===== config.mk =====
export PLATFORM = sky130hd
export DESIGN_NAME = mem_req_arbiter
export DESIGN_NICKNAME = d
export VERILOG_FILES = /design/src/rtl/mra_pkg.sv /design/src/rtl/mra_group_slot.sv /design/src/rtl/mra_commit_stage.sv /design/src/rtl/mem_req_arbiter.sv
export SDC_FILE = /design/constraint.sdc
export NUM_CORES = 1
export LEC_CHECK = 0
export BUFFER_PORTS_ARGS = -buffer_cell sky130_fd_sc_hd__buf_2
export CAP_MARGIN = 30
export CORE_ASPECT_RATIO = 1.2
export CORE_MARGIN = 1.5
export CORE_UTILIZATION = 40
export CTS_BUF_LIST = sky130_fd_sc_hd__clkbuf_8
export DETAILED_ROUTE_END_ITERATION = 10
export SLEW_MARGIN = 20
export SYNTH_ARGS = -nofsm -noshare
export SYNTH_HDL_FRONTEND = slang
export SYNTH_SLANG_ARGS = --single-unit
export TNS_END_PERCENT = 50

===== constraint.sdc =====
create_clock -name clk -period 4.3 [get_ports clk]
set_input_delay 0.43 -clock clk [delete_from_list [all_inputs] [get_ports clk]]
set_output_delay 0.43 -clock clk [all_outputs]
set_load 0.01 [all_outputs]

===== src/rtl/mra_pkg.sv =====
package mra_pkg;
  localparam int unsigned LVL_W = 3;
  localparam int unsigned NGRP  = 5;
  localparam int unsigned GW    = 3;

  // Maps a master's level to its stage-one group.
  function automatic logic [GW-1:0] group_of(input logic [LVL_W-1:0] lvl,
                                             input logic split,
                                             input logic upper_half);
    if (lvl == '0) return (split && upper_half) ? GW'(4) : GW'(0);
    if (lvl < LVL_W'(4)) return GW'(lvl);
    return split ? GW'(3) : GW'(4);
  endfunction

  // Stage-two ranking: returns {found, group index}.
  function automatic logic [GW:0] stage2_pick(input logic [NGRP-1:0] v,
                                              input logic split);
    logic [GW:0] r;
    r = '0;
    if (v[0]) r = {1'b1, GW'(0)};
    else if (split && v[NGRP-1]) r = {1'b1, GW'(NGRP-1)};
    else begin
      for (int g = NGRP-1; g >= 1; g--) begin
        if (v[g]) r = {1'b1, GW'(g)};
      end
    end
    return r;
  endfunction
endpackage


===== src/rtl/mra_group_slot.sv =====
module mra_group_slot #(
  parameter int N   = 8,
  parameter int IDW = 3
) (
  input  logic           clk,
  input  logic           rst_n,
  input  logic [N-1:0]   cand,
  input  logic           pop,
  output logic           q_v,
  output logic [IDW-1:0] q_id
);
  logic [IDW-1:0] ptr;
  logic           found;
  logic [IDW-1:0] win;
  logic           push;

  // Round-robin search starting at p; returns {found, index}.
  function automatic logic [IDW:0] rr_pick(input logic [N-1:0] m,
                                           input logic [IDW-1:0] p);
    logic [IDW:0] r;
    int idx;
    r = '0;
    for (int k = N-1; k >= 0; k--) begin
      idx = (int'(p) + k) % N;
      if (m[idx]) r = {1'b1, IDW'(idx)};
    end
    return r;
  endfunction

  assign {found, win} = rr_pick(cand, ptr);
  assign push = !q_v && found;

  always_ff @(posedge clk or negedge rst_n) begin
    if (!rst_n) begin
      q_v  <= 1'b0;
      q_id <= '0;
      ptr  <= '0;
    end else begin
      if (pop) q_v <= 1'b0;
      if (push) begin
        q_v  <= 1'b1;
        q_id <= win;
        ptr  <= (int'(win) == N-1) ? '0 : win + IDW'(1);
      end
    end
  end

  assert_q_hold_R7: assert property (@(posedge clk) disable iff (!rst_n)
    q_v && !pop |=> q_v && $stable(q_id));
  assert_ptr_moves_R7: assert property (@(posedge clk) disable iff (!rst_n)
    push |=> ptr != $past(win));
  assert_pop_needs_entry_R6: assert property (@(posedge clk) disable iff (!rst_n)
    pop |-> q_v);
endmodule


===== src/rtl/mra_commit_stage.sv =====
module mra_commit_stage #(
  parameter int IDW = 3,
  parameter int NG  = 5
) (
  input  logic                   clk,
  input  logic                   rst_n,
  input  logic [NG-1:0]          q_v,
  input  logic [NG-1:0][IDW-1:0] q_id,
  input  logic                   split_top,
  input  logic                   mc_ready,
  input  logic                   ref_req,
  output logic                   commit_v,
  output logic [IDW-1:0]         commit_id,
  output logic                   issue,
  output logic                   ref_ack,
  output logic [NG-1:0]          pop
);
  import mra_pkg::*;

  logic          found;
  logic [GW-1:0] sel;
  logic          slot_free;
  logic          promote;

  assign {found, sel} = stage2_pick(q_v, split_top);
  assign issue     = commit_v && mc_ready && !ref_req;
  assign ref_ack   = ref_req && mc_ready;
  assign slot_free = !commit_v || issue;
  assign promote   = slot_free && found;

  always_comb begin
    pop = '0;
    if (promote) pop[sel] = 1'b1;
  end

  always_ff @(posedge clk or negedge rst_n) begin
    if (!rst_n) begin
      commit_v  <= 1'b0;
      commit_id <= '0;
    end else begin
      if (issue) commit_v <= 1'b0;
      if (promote) begin
        commit_v  <= 1'b1;
        commit_id <= q_id[sel];
      end
    end
  end

  assert_refresh_wins_R2: assert property (@(posedge clk) disable iff (!rst_n)
    ref_req && commit_v |=> commit_v && $stable(commit_id));
  assert_ready_gate_R3: assert property (@(posedge clk) disable iff (!rst_n)
    !mc_ready && commit_v |=> commit_v && $stable(commit_id));
  assert_top_first_R6: assert property (@(posedge clk) disable iff (!rst_n)
    slot_free && q_v[0] |-> pop[0]);
  assert_single_pop_R6: assert property (@(posedge clk) disable iff (!rst_n)
    $onehot0(pop));
endmodule


===== src/rtl/mem_req_arbiter.sv =====
module mem_req_arbiter #(
  parameter int N = 8
) (
  input  logic                        clk,
  input  logic                        rst_n,
  input  logic [N-1:0]                req,
  input  logic [N*mra_pkg::LVL_W-1:0] lvl_cfg,
  input  logic                        split_top,
  input  logic                        ref_req,
  output logic                        ref_ack,
  input  logic                        mc_ready,
  output logic [N-1:0]                grant,
  output logic                        issue_valid,
  output logic [((N>1)?$clog2(N):1)-1:0] issue_id
);
  import mra_pkg::*;
  localparam int IDW = (N > 1) ? $clog2(N) : 1;
  localparam int NG  = NGRP;

  logic [N-1:0][GW-1:0]  mgrp;
  logic [N-1:0]          held;
  logic [NG-1:0][N-1:0]  cand;
  logic [NG-1:0]         q_v;
  logic [NG-1:0][IDW-1:0] q_id;
  logic [NG-1:0]         pop;
  logic                  commit_v;
  logic [IDW-1:0]        commit_id;
  logic                  issue;

  for (genvar m = 0; m < N; m++) begin : g_map
    assign mgrp[m] = group_of(lvl_cfg[m*LVL_W +: LVL_W], split_top, m >= N/2);
  end

  // Masters already sitting in a slot are kept out of stage one.
  always_comb begin
    held = '0;
    for (int g = 0; g < NG; g++) begin
      if (q_v[g]) held[q_id[g]] = 1'b1;
    end
    if (commit_v) held[commit_id] = 1'b1;
  end

  always_comb begin
    for (int g = 0; g < NG; g++) begin
      for (int m = 0; m < N; m++) begin
        cand[g][m] = req[m] && !held[m] && (mgrp[m] == GW'(g));
      end
    end
  end

  for (genvar g = 0; g < NG; g++) begin : g_grp
    mra_group_slot #(.N(N), .IDW(IDW)) u_slot (
      .clk  (clk),
      .rst_n(rst_n),
      .cand (cand[g]),
      .pop  (pop[g]),
      .q_v  (q_v[g]),
      .q_id (q_id[g])
    );
  end

  mra_commit_stage #(.IDW(IDW), .NG(NG)) u_commit (
    .clk      (clk),
    .rst_n    (rst_n),
    .q_v      (q_v),
    .q_id     (q_id),
    .split_top(split_top),
    .mc_ready (mc_ready),
    .ref_req  (ref_req),
    .commit_v (commit_v),
    .commit_id(commit_id),
    .issue    (issue),
    .ref_ack  (ref_ack),
    .pop      (pop)
  );

  always_comb begin
    grant = '0;
    if (issue) grant[commit_id] = 1'b1;
  end
  assign issue_valid = issue;
  assign issue_id    = commit_id;

  assert_grant_onehot_R4: assert property (@(posedge clk) disable iff (!rst_n)
    $onehot0(grant));
  assert_no_back_to_back_R10: assert property (@(posedge clk) disable iff (!rst_n)
    issue_valid |=> !(issue_valid && issue_id == $past(issue_id)));
  assert_ref_blocks_issue_R2: assert property (@(posedge clk) disable iff (!rst_n)
    ref_ack |-> !issue_valid);
endmodule


* Yosys cells after proc, flatten, opt, wreduce, memory -nomap -nowiden *
Index checks and enable logic that the tools add are counted.

storage, ports and cells
  output and inout bits = 13
  register bits after elaboration = 39
  logic and storage cells = 594

operators by class
  reductions and logical operators = 138
  magnitude comparators = 62
  equal/unequal tests = 37
  bitwise operators = 40
  add/sub/neg operators = 40
  muxes and demuxes = 260

operators by type and width
  kind                                                        count
  2-to-1 mux 4 bit                                            46
  less-than comparator 4 x 5 -> 1 bit, second input constant  35
  binary-select mux 1 bit (select 3 bit)                      40
  2-to-1 mux 3 bit                                            40
  2-to-1 mux 1 bit                                            118
  OR reduction 3 bit                                          35
  logical AND 1 bit                                           65
  adder 3 bit, second input constant                          20
  2-to-1 mux 8 bit                                            7
  equality test 3 x 2 -> 1 bit, second input constant         16
  zero test 3 bit                                             16
  less-than comparator 3 x 4 -> 1 bit, second input constant  12
  bitwise OR 8 bit                                            5
  equality test 3 x 1 -> 1 bit, second input constant         13
  bitwise AND 1 bit, first input constant                     35
  adder 3 x 1 -> 3 bit, second input constant                 10
  adder 3 x 2 -> 3 bit, second input constant                 10
  equality test 3 bit, second input constant                  8
  less-than comparator 3 bit, second input constant           8
  demux 1 bit (select 3 bit)                                  7
  >= comparator 3 x 1 -> 1 bit, second input constant         7
  zero test 1 bit                                             15
  nonzero test 2 bit                                          6
  binary-select mux 3 bit (select 3 bit)                      1
  2 further kinds                                             2

* Longest topological paths before layout *
Gate-level depths: netlist (run 1).

  depth in word-level cells = 31
  mapped depth = 16

* Cells and area by module *
From an unflattened synthesis (run 1), not the netlist that was laid out.

unflattened totals
  cells, all modules = 830
  area total of the unflattened synthesis = 7472.2 um^2

modules (own cells, without submodules)
  module                                cells an instance  times used  area an instance (um^2)
  mra_group_slot (g_grp[0].u_slot ...)  126                4           1212.4
  mra_group_slot (g_grp[4].u_slot)      117                1           1156.1
  mem_req_arbiter                       163                1           1097.3
  mra_commit_stage                      46                 1           369.1

* Least setup slack after synthesis (run 1) *
No wires, ideal clock.

  path type = register to register
  from = register g_grp[2].u_slot.ptr[1]
  to = register g_grp[2].u_slot.ptr[2]
  stages on the path, launching flop included = 15
  library setup time = 128 ps
  slack = 448 ps
  buffers on the path = 3
  data required time = 4172 ps
  arrival time = 3725 ps
  cells stage by stage = dfrtp_1 clkbuf_1 clkbuf_1 inv_1 ha_1 clkbuf_1 mux4_2 nand2_1 o21a_1 o211ai_1 o2bb2ai_1 or3_4 ha_1 ha_1 mux2_1

between the ends
  longest elaborated chain between the ends = 14
  elaborated cells on any way between the ends = 42

RTL lines
  item                                                                  line                  text
  start: declaration                                                    mra_group_slot.sv:12  logic [IDW-1:0] ptr;
  start signal: assignment                                              mra_group_slot.sv:43  ptr <= (int'(win) == N-1) ? '0 : win + IDW'(1);
  adder 3 bit                                                           mra_group_slot.sv:24  idx = (int'(p) + k) % N;
  binary-select mux 1 bit (select 3 bit)                                mra_group_slot.sv:25  if (m[idx]) r = {1'b1, IDW'(idx)};
  2-to-1 mux 1 bit (not written as such) (2 in a row)                   mra_group_slot.sv:25
  2-to-1 mux 4 bit (7 in a row)                                         mra_group_slot.sv:25
  2-to-1 mux 4 bit *                                                    mra_group_slot.sv:25
  via g_grp[2].u_slot.win[0]                                            mra_group_slot.sv:14  logic [IDW-1:0] win;
  adder 3 x 1 -> 3 bit or equality test 3 x 1 -> 1 bit (tied branches)  mra_group_slot.sv:43
  2-to-1 mux 3 bit *                                                    mra_group_slot.sv:43

Mark *: on every way through the listed nets, which the timed path passes. The rest lies on a longest branch. The select of a mux whose other input is x is not followed.
A chain may end at the register's enable or synchronous reset.

* Worst setup path in the final report (run 1) *
  from = register g_grp[4].u_slot.q_id[2]
  to = register g_grp[3].u_slot.ptr[2]

between the ends
  longest elaborated chain between the ends = 24
  elaborated cells on any way between the ends = 68

RTL lines
  item                                                                                                       line                   text
  start: declaration                                                                                         mra_group_slot.sv:10   output logic [IDW-1:0] q_id
  start signal: assignment                                                                                   mra_group_slot.sv:42   q_id <= win;
  less-than comparator 3 x 4 -> 1 bit (not written as such) or >= comparator 3 x 1 -> 1 bit (tied branches)  mem_req_arbiter.sv:38  if (q_v[g]) held[q_id[g]] = 1'b1;
  logical AND 1 bit (not written as such)                                                                    mem_req_arbiter.sv:38
  2-to-1 mux 1 bit (not written as such)                                                                     mem_req_arbiter.sv:38
  demux 1 bit (select 3 bit) *                                                                               mem_req_arbiter.sv:38
  bitwise OR 8 bit (no line) *                                                                               n/a
  2-to-1 mux 8 bit *                                                                                         mem_req_arbiter.sv:38
  bitwise OR 8 bit (no line)                                                                                 n/a
  2-to-1 mux 8 bit *                                                                                         mem_req_arbiter.sv:40  if (commit_v) held[commit_id] = 1'b1;
  zero test 1 bit                                                                                            mem_req_arbiter.sv:46  cand[g][m] = req[m] && !held[m] && (mgrp[m] == GW'(g));
  logical AND 1 bit (2 in a row)                                                                             mem_req_arbiter.sv:46
  binary-select mux 1 bit (select 3 bit)                                                                     mra_group_slot.sv:25
  2-to-1 mux 1 bit (not written as such) (2 in a row)                                                        mra_group_slot.sv:25
  2-to-1 mux 4 bit (7 in a row)                                                                              mra_group_slot.sv:25
  2-to-1 mux 4 bit *                                                                                         mra_group_slot.sv:25
  via g_grp[3].u_slot.win[0]                                                                                 mra_group_slot.sv:14
  adder 3 x 1 -> 3 bit or equality test 3 x 1 -> 1 bit (tied branches)                                       mra_group_slot.sv:43
  2-to-1 mux 3 bit *                                                                                         mra_group_slot.sv:43
  end signal: assignment                                                                                     mra_group_slot.sv:43
  end: declaration                                                                                           mra_group_slot.sv:12

Marked as above.

==> flow_summary.toml, run 1 <==
[setup_path]
r2r-start = "g_grp[4].u_slot.q_id[2]"
ff2ff_setup_slack_ns = 0.18
path_class = "flip-flop to flip-flop"
setup.worst_path.end_class = "flip-flop"
path_cells = "nor4b_1, nor4b_4, and3_1, mux2_2, mux4_2, o21ai_0, a21boi_1, o21bai_1, mux2_1, ha_1, ha_1, mux2_2"
worst_path_max_delay_cell = "nor4b_1"
max_stage_delay_ns = 0.74
worst-path-buf-inv = 0
cp_max_fo = 10
rr_endpoint = "g_grp[3].u_slot.ptr[2]"
rr_worst_depth = 12
start_kind = "flip-flop"
required_ns = 4.51
worst_ep_arrival_time_ns = 4.33
cp_top_family = "multiplexers"

[route]
drt-total-wl_um = 25200
viasPerCell = 6.75
drcViolationCount = 0
ant_nets = 0
drtIter0Drc = 955
routedWlPerCell_um = 21.1
drtPass1Iterations = 5
vias = 8054

[floorplan]
ioPinCount = 50
core_sq_um = 18100
row_count = 54
initial_core_util = 0.406
die_y_um = 152
fp.dieW_um = 127
die_area_sq_um = 19200

[sta]
hold_violations = 0
period_minus_slack_ns = 4.12
clock_skew_ns = 0.0126
tns_ns = 0
setup_viol = 0
rsz0062_at_grt = "false"
holdWs_ns = 0.128
tightestPinTransition_ns = 0.931
timing.fmax_mhz = 243
drv_slew = 0
fin_crit_sh = 0.958
fin_ws_ns = 0.179
relSlewSlack = 0.378

[status]
status = "complete, no violations"

[layout]
drive_gt1_frac = 0.195
fin_area_sq_um = 8060
final_nets = 1024
diodes = 0
synthToLayoutAreaGrowth_pct = 9.50
fin_cells = 1193
fin_util = 0.445

[placed_design]
io_buffers = 49
place.gp.congestion = 0.975
dp_slack_ns = 0.241
dpl.hpwl_um = 20100
dp.cells = 1185
placed_cell_area_sq_um = 7910

[logic_synthesis]
yosys_warnings = 0
synthTopCellsByArea = "dfrtp_1 13%, mux4_2 10%, mux2_2 4.9%"
yosysTopAreaCell = "dfrtp_1"
netlist_instances = 940
ys.flop_type = "dfrtp_1"
avgSynthCellArea_sq_um = 7.83
synth_edf_count = 0
syn-cell-area_sq_um = 7360
seq_area_frac_synth = 0.133
synth_nets = 996
ys_seq_elements = 39
synthArstFlopShare = 1.00
ys_types = 91
synth_top_area_share = 0.133

[global_route]
track_usage = 0.259
antenna_found_initial = 0
grt_pass1_vias = 7153
grt_max_degree = 32
grt_pass1_wl_um = 39200
grt.overflow.total = 0

[clock_tree]
clkTransAtPathRegs_ns = 0.10
ctsRootBufferMaster = "clkbuf_8"
cts_hold_buf = 0
cts_max_level = 2
tritoncts = "done"
cts_setup_buffers = 0
clk_latency_ns = 0.33
cts.repair.resized = 0
cts_sinks = 39
cts_inserted_buffers = 5
clockBufferDepth = 2

[job]
maxCapViolCount = 0

[pwr]
p_total_mw = 5.80
p_leak_nw = 3.12
ir_drop_mv = 0.219
powerDensity_nw_per_um2 = 720

[worst_hold_path]
hp-class = "primary input to async pin"
==> cell type report <==
class	instances	area, sq um
clock buffers	5	68.8
clock inverters	3	63.8
inverters	28	105
fillers	1842	10000
well taps	224	280
repair buffers	89	566
flip-flops and latches	39	976
multi-input cells	805	6000
==> kinds of logic (layout without fill, tap and decap cells) <==
logic type,count (synthesis),in the layout,share of synthesized area
buffers and inverters,96,125,0.0542
muxes,100,100,0.200
xor gates and xnor gates,14,14,0.0167
DFF,39,39,0.133
and+or+nand+nor,434,434,0.340
AOI/OAI and AO/OA,238,238,0.224
adders and majority gates,19,19,0.0323
==> sequential cells by signal, summed over array words and instances (netlist names) <==
signal and flops:
g_grp.u_slot.ptr 15, g_grp.u_slot.q_id 15, g_grp.u_slot.q_v 5, u_commit.commit_id 3, u_commit.commit_v 1
==> synthesized netlist by cell type, drive strengths merged, types with 17 or more instances <==
cell	instances
nor4	17
o211ai	25
nand2b	17
nand2	89
a21oi	39
nand4b	20
nand3	29
nor3	36
clkbuf	46
inv	24
mux4	33
nor2	81
buf	22
mux2	36
dfrtp	39
nand4	28
o21ai	51
mux2i	31
ha	19
and3	18
==> cell usage in the layout (no fill, tap or decap), types with 6 or more instances in the layout <==
cell type and n:
a22oi_1 8, nor2b_1 7, a31oi_1 6, mux2i_1 29, nor3b_1 8, xor2_1 8, xnor2_1 6, ha_1 19
o211ai_1 24, nand4_1 26, or3_1 11, buf_2 49, buf_4 39, nor4_1 17, nand3_1 29, or4bb_1 6
nand2_1 89, nand2b_1 17, and4_1 15, nand3b_1 6, o221ai_1 6, dfrtp_1 39, o21ai_0 47, or2_2 6
a22o_1 8, nand4b_1 20, and2_1 8, a21o_1 11, a211oi_1 11, nor2_1 81, and3_1 18, nand4bb_1 6
mux4_2 33, nor3_1 35, nor4bb_1 6, mux2_2 32, o22ai_1 12, a21oi_1 39, inv_1 24
==> where the power goes <==
| group | internal, mW | switching (mW) | total [mW] |
|---|---|---|---|
| logic | 1.91 | 2.64 | 4.55 |
| clock network | 0.230 | 0.169 | 0.399 |
| registers | 0.526 | 0.327 | 0.854 |
| total | 2.67 | 3.14 | 5.80 |
==> metal layers <==
| metal | GRT usage | wire length (um) | share of wire |
|---|---|---|---|
| met1 | 0.347 | 10600 | 0.42 |
| met2 | 0.428 | 11800 | 0.47 |
| met3 | 0.0337 | 2000 | 0.079 |
| met4 | 0.0966 | 783 | 0.031 |
| met5 | 0 | 0 | 0 |
==> worst max-delay path by stage <==
| stage | slack [ns] | from | cells past startpoint | end |
|---|---|---|---|---|
| after floorplan | 0.45 | g_grp[2].u_slot.ptr[1] | 14 | g_grp[2].u_slot.ptr[2] |
| final | 0.18 | g_grp[4].u_slot.q_id[2] | 12 | g_grp[3].u_slot.ptr[2] |
| after CTS | 0.23 | g_grp[3].u_slot.q_v | 12 | g_grp[1].u_slot.ptr[2] |
| after global routing | 0.02 | g_grp[4].u_slot.q_id[2] | 12 | g_grp[3].u_slot.ptr[2] |
| after global placement | 0.30 | g_grp[3].u_slot.q_v | 12 | g_grp[1].u_slot.ptr[2] |
| after detailed placement | 0.24 | g_grp[3].u_slot.q_v | 12 | g_grp[1].u_slot.ptr[2] |
No activity file was read; power rests on OpenSTA's default activity.
==> inputs of run 2 (changes only) <==
--- a/config.mk
+++ b/config.mk
@@ -7,7 +7,7 @@
 export LEC_CHECK = 0
 export BUFFER_PORTS_ARGS = -buffer_cell sky130_fd_sc_hd__buf_2
 export CAP_MARGIN = 30
-export CORE_ASPECT_RATIO = 1.2
+export CORE_ASPECT_RATIO = 0.7
 export CORE_MARGIN = 1.5
 export CORE_UTILIZATION = 40
 export CTS_BUF_LIST = sky130_fd_sc_hd__clkbuf_8
==> run 2 against run 1 <==
- sequential power rose by 5.0%
- global-route usage grew 0.90 points
- via count barely moved
- critical path type unchanged
- critical endpoint is now g_grp[2].u_slot.ptr[2]
- largest cell class unchanged
==> flow_summary.toml, run 2 (synthesis gave the netlist of run 1 again) <==
[pwr]
seq_power_share = 0.157
p_int_mw = 2.58
powerDensity_nw_per_um2 = 712
sw_frac_of_total = 0.550
power_frac_clock = 0.058
p_leak_nw = 3.09
p_sw_mw = 3.14
ir_drop_mv = 0.345
comb_power_share = 0.785

[route]
highest_layer = "met4"
viasPerCell = 6.70
drcViolationCount = 0
drt-total-wl_um = 25400
vias = 8056
ant_nets = 0
dr_wl_met3_um = 2640
m1WireLength_um = 11900
drtPass1Iterations = 6
routedWlPerCell_um = 21.1
dr_wl_met2_um = 10400
drtIter0Drc = 992

[setup_path]
path_class = "flip-flop to flip-flop"
cp_max_fo = 14
setup.worst_path.end_class = "flip-flop"
worst_ep_arrival_time_ns = 4.34
max_stage_delay_ns = 0.56
required_ns = 4.49
start_kind = "flip-flop"
worst_path_max_delay_cell = "dfrtp_1"
path_cells = "nor4b_2, or4b_4, or3_4, mux4_2, mux2i_4, or3b_1, o211ai_1, o2bb2ai_1, or3_4, ha_1, ha_1, mux2_1"

[global_route]
grt_pass1_wl_um = 39600
grt_max_degree = 26
grt_pass1_vias = 7122
grt.overflow.total = 0
track_usage = 0.268
antenna_found_initial = 0

[sta]
clock_skew_ns = 0.0189
drv_slew = 0
tightestPinTransition_ns = 0.767
relSlewSlack = 0.486
timing.fmax_mhz = 241
rsz0062_at_grt = "true"
fin_ws_ns = 0.150
hold_violations = 0
period_minus_slack_ns = 4.15
tns_ns = 0
fin_crit_sh = 0.965
setup_viol = 0

[floorplan]
die_area_sq_um = 19200
row_count = 41
fp.dieW_um = 165
core_sq_um = 18000
initial_core_util = 0.409
ioPinCount = 50
die_y_um = 116

[layout]
drive_gt1_frac = 0.194
diodes = 0
fill_cells = 1787
layout_commonest_cell = "nand2_1"
synthToLayoutAreaGrowth_pct = 9.13
reg_top3 = "g_grp.u_slot.ptr (15), g_grp.u_slot.q_id (15), g_grp.u_slot.q_v (5)"
final_cell_mix = "89 x nand2_1, 81 x nor2_1, 49 x buf_2"
final_nets = 1022

[clock_tree]
cts_sinks = 39
clk_latency_ns = 0.32
cts_max_level = 2
cts_hold_buf = 0
clkTransAtPathRegs_ns = 0.10
ctsRootBufferMaster = "clkbuf_8"
clockBufferDepth = 2
tritoncts = "done"
cts_inserted_buffers = 5

[placed_design]
io_buffers = 49
place.gp.congestion = 1.05
dpl.hpwl_um = 20000
dp_slack_ns = 0.219

[job]
maxCapViolCount = 0

[worst_hold_path]
hp-class = "primary input to async pin"

[status]
status = "complete, no violations"
run 2: cell type report:
cell class                      instances  area [sq um]  share of cell area
Clock inverter                          2          37.5             0.00467
Tap cell                              236           295              0.0368
Sequential cell                        39           976               0.122
Multi-Input combinational cell        805          6010               0.748
Clock buffer                            5          68.8             0.00857
Inverter                               28           105              0.0131
Timing Repair Buffer                   87           541              0.0673
run 2: metrics by stage:
| step | instances | hold slack [ns] | instance area [sq um] | utilization | total power [mW] |
|---|---|---|---|---|---|
| after floorplan | 940 | 0.134 | 7360 | - | 4.13 |
| after global placement | 1192 | 0.661 | 7870 | 0.437 | 5.21 |
| after detailed placement | 1193 | 0.409 | 7890 | 0.438 | 5.23 |
| after CTS | 1200 | 0.0626 | 8000 | 0.444 | 5.58 |
| after global routing | 1202 | 0.0742 | 8030 | 0.446 | 6.18 |
| final | 1202 | 0.0418 | 8030 | 0.446 | 5.72 |
run 2: worst paths after layout:
| kind | start | to | slack, ns | depth (start not counted) |
|---|---|---|---|---|
| max | g_grp[0].u_slot.q_v | g_grp[2].u_slot.ptr[2] | 0.15 | 12 |
| min | rst_n | g_grp[4].u_slot.ptr[1] | 0.04 | 1 |
| max reg2reg | g_grp[0].u_slot.q_v | g_grp[2].u_slot.ptr[2] | 0.15 | 12 |
| min reg2reg | g_grp[4].u_slot.ptr[1] | g_grp[4].u_slot.ptr[1] | 0.70 | 2 |
| max in group asynchronous | rst_n | g_grp[1].u_slot.q_v | 3.73 | 2 |
| min in group clk | ref_req | g_grp[0].u_slot.q_v | 0.53 | 3 |
run 2: critical path, delay by kind of cell, from the launching register on:
family                     cells  cell delay, ns
adders and majority gates      2            0.45
DFF                            1            0.56
AOI/OAI and AO/OA              2            0.22
and+or+nand+nor                5            1.71
muxes                          3            1.07
run 2: timing repair:
action,4_1_cts,5_1_grt
setup endpoints to repair,0,6
endpoints found under the hold margin,0,0
resized for setup,0,4
buffers inserted,0,1
run 2: routing by layer:
| metal | global-route usage | vias up |
|---|---|---|
| met1 | 0.412 | 3865 |
| met5 | 0 | - |
| li1 | - | 3748 |
| met2 | 0.382 | 408 |
| met4 | 0.0517 | 0 |
| met3 | 0.0540 | 35 |
run 2: power by group through the flow:
stage | Combinational [mW] | Clock [mW] | Sequential (mW)
2_1_floorplan | 3.52 | 0 | 0.607
3_5_place_dp | 4.34 | 0 | 0.886
3_3_place_gp | 4.34 | 0 | 0.872
5_1_grt | 4.90 | 0.348 | 0.931
4_1_cts | 4.36 | 0.338 | 0.878
6_report | 4.49 | 0.332 | 0.897
==> inputs of run 3 (changes only) <==
--- a/config.mk
+++ b/config.mk
@@ -5,6 +5,7 @@
 export SDC_FILE = /design/constraint.sdc
 export NUM_CORES = 1
 export LEC_CHECK = 0
+export ABC_AREA = 1
 export BUFFER_PORTS_ARGS = -buffer_cell sky130_fd_sc_hd__buf_2
 export CAP_MARGIN = 30
 export CORE_ASPECT_RATIO = 0.7
@@ -12,6 +13,7 @@
 export CORE_UTILIZATION = 40
 export CTS_BUF_LIST = sky130_fd_sc_hd__clkbuf_8
 export DETAILED_ROUTE_END_ITERATION = 10
+export PLACE_DENSITY = 0.6
 export SLEW_MARGIN = 20
 export SYNTH_ARGS = -nofsm -noshare
 export SYNTH_HDL_FRONTEND = slang
==> run 3 against run 2 <==
- the flow now finishes with violations (DRC)
- final area decreased by 15%
- critical path depth increased by 4
- sequential share of layout area increased by 2.1 points
==> flow_summary.toml, run 3 <==
[setup_path]
cp_max_fo = 13
required_ns = 4.54
worst_ep_arrival_time_ns = 3.80
start_kind = "flip-flop"
ff2ff_setup_slack_ns = 0.75
path_class = "flip-flop to flip-flop"
setup.worst_path.end_class = "flip-flop"

[route]
drt-total-wl_um = 21500
drtIter0Drc = 861
viasPerCell = 5.54
routedWlPerCell_um = 15.9
vias = 7497
drcViolationCount = 4
ant_nets = 0
drtPass1Iterations = 9

[clock_tree]
cts_sinks = 39
clockBufferDepth = 2
clk_latency_ns = 0.31
cts_setup_buffers = 0
clkTransAtPathRegs_ns = 0.10
cts_hold_buf = 0
tritoncts = "done"
cts_inserted_buffers = 5
cts_max_level = 2
ctsRootBufferMaster = "clkbuf_8"
cts.repair.resized = 0

[sta]
timing.fmax_mhz = 281
rsz0062_at_grt = "false"
tns_ns = 0
clock_skew_ns = 0.0108
setup_viol = 0
holdWs_ns = 0.0586
tightestPinTransition_ns = 0.792
fin_crit_sh = 0.826
period_minus_slack_ns = 3.55
fin_ws_ns = 0.747
drv_slew = 0
hold_violations = 0
relSlewSlack = 0.467

[global_route]
grt_max_degree = 23
grt_pass1_wl_um = 33500
gr-usage-met2 = 0.363
met3_usage = 0.0681
track_usage = 0.256
grt_pass1_vias = 6394
use_met1 = 0.380
grt.busiest_layer = "met1"
grt.overflow.total = 0
antenna_found_initial = 1

[layout]
reg_top3 = "g_grp.u_slot.ptr (15), g_grp.u_slot.q_id (15), g_grp.u_slot.q_v (5)"
synthToLayoutAreaGrowth_pct = 8.15
drive_gt1_frac = 0.145
final_cell_mix = "331 x nand2_1, 177 x nand3_1, 120 x inv_1"
layout_commonest_cell = "nand2_1"
final_nets = 1209
diodes = 0
fill_cells = 1693

[logic_synthesis]
netlist_instances = 1118
synth_edf_count = 0
synthTopCellsByArea = "nand2_1 20%, dfrtp_1 15%, nand3_1 14%"
avgSynthCellArea_sq_um = 5.65
synth_top_area_share = 0.197
synth_commonest_cells = "331 x nand2_1, 177 x nand3_1, 120 x inv_1, 96 x nor2_1, 78 x nand4_1"
yosysMostFrequentCell = "nand2_1"
syn-cell-area_sq_um = 6310
seq_area_frac_synth = 0.155
ys.flop_type = "dfrtp_1"
ys_seq_elements = 39
synthArstFlopShare = 1.00
synth_nets = 1174
ys_types = 43
yosys_warnings = 0
yosysTopAreaCell = "nand2_1"

[job]
maxCapViolCount = 0

[floorplan]
core_sq_um = 15500
fp.dieW_um = 153
die_y_um = 108
initial_core_util = 0.409
row_count = 38
ioPinCount = 50
die_area_sq_um = 16600

[status]
violations = "DRC"
status = "finished with violations"

[placed_design]
place.gp.congestion = 1.07
dpl.hpwl_um = 17300
dp_slack_ns = 0.946
io_buffers = 49

[worst_hold_path]
hp-class = "primary input to async pin"
run 3: cell count changes in the layout (fill, tap and decap cells not counted), moves of 32 or more:
cell	delta
buf_4	-36
inv_1	+97
mux2_2	-32
mux4_2	-33
nand2_1	+242
nand3_1	+148
nand4_1	+52
run 3: worst paths after layout:
check / startpoint / endpoint / cells after the start
setup / recovery: g_grp[2].u_slot.ptr[0] / g_grp[2].u_slot.ptr[0] / 16
hold / removal: rst_n / g_grp[2].u_slot.q_v / 1
setup reg to reg: g_grp[2].u_slot.ptr[0] / g_grp[2].u_slot.ptr[0] / 16
hold reg to reg: g_grp[0].u_slot.q_id[1] / g_grp[0].u_slot.q_id[1] / 2
max in group asynchronous: rst_n / g_grp[4].u_slot.q_id[1] / 2
min in group clk: g_grp[0].u_slot.q_id[1] / g_grp[0].u_slot.q_id[1] / 2
run 3: layout make-up:
type	count	area [sq um]	share of cell area
multi-input combinational	898	4620	0.677
inverter	159	599	0.0878
clock buffer	5	68.8	0.0101
sequential	39	976	0.143
timing repair buffer	50	265	0.0388
tap	200	250	0.0367
clock inverter	3	43.8	0.00641
run 3: logic make-up (layout without fill, tap and decap cells):
kind of cell	after synthesis	count (layout)	synth area share
AND/OR/NAND/NOR	777	777	0.597
buffers and inverters	181	217	0.113
AO/OA/AOI/OAI	87	87	0.0775
flip-flops	39	39	0.155
adder cells (fa/ha/maj)	19	19	0.0377
XOR/XNOR	15	15	0.0208
run 3: metrics by stage:
stage,util,instances,cell area [sq um]
after floorplan,-,1118,6310
after global placement,0.433,1345,6700
after detailed placement,0.435,1346,6720
after CTS,0.442,1354,6830
after global routing,0.442,1354,6830
final,0.442,1354,6830
run 3: worst max-delay path, stage by stage (launching register included):
cell and delay (ns):
dfrtp_1 0.67, clkinv_1 0.42, ha_1 0.51, inv_1 0.23, nand3_1 0.17, nand3_1 0.15
nand2_1 0.13, nor2_1 0.12, nand3_1 0.08, nand3_1 0.07, nand2_1 0.06, nand2_1 0.08
a21boi_0 0.09, ha_1 0.21, ha_1 0.19, o21ai_1 0.13, a21boi_2 0.17
run 3: routing by layer:
metal,wire length (um),vias up
met1,10500,3344
li1,-,3782
met2,8410,336
met4,377,0
met5,0,-
met3,2200,35
Power of run 3 is not shown: default switching activity piles up to over one toggle a cycle in this logic, so the estimate is an artifact.
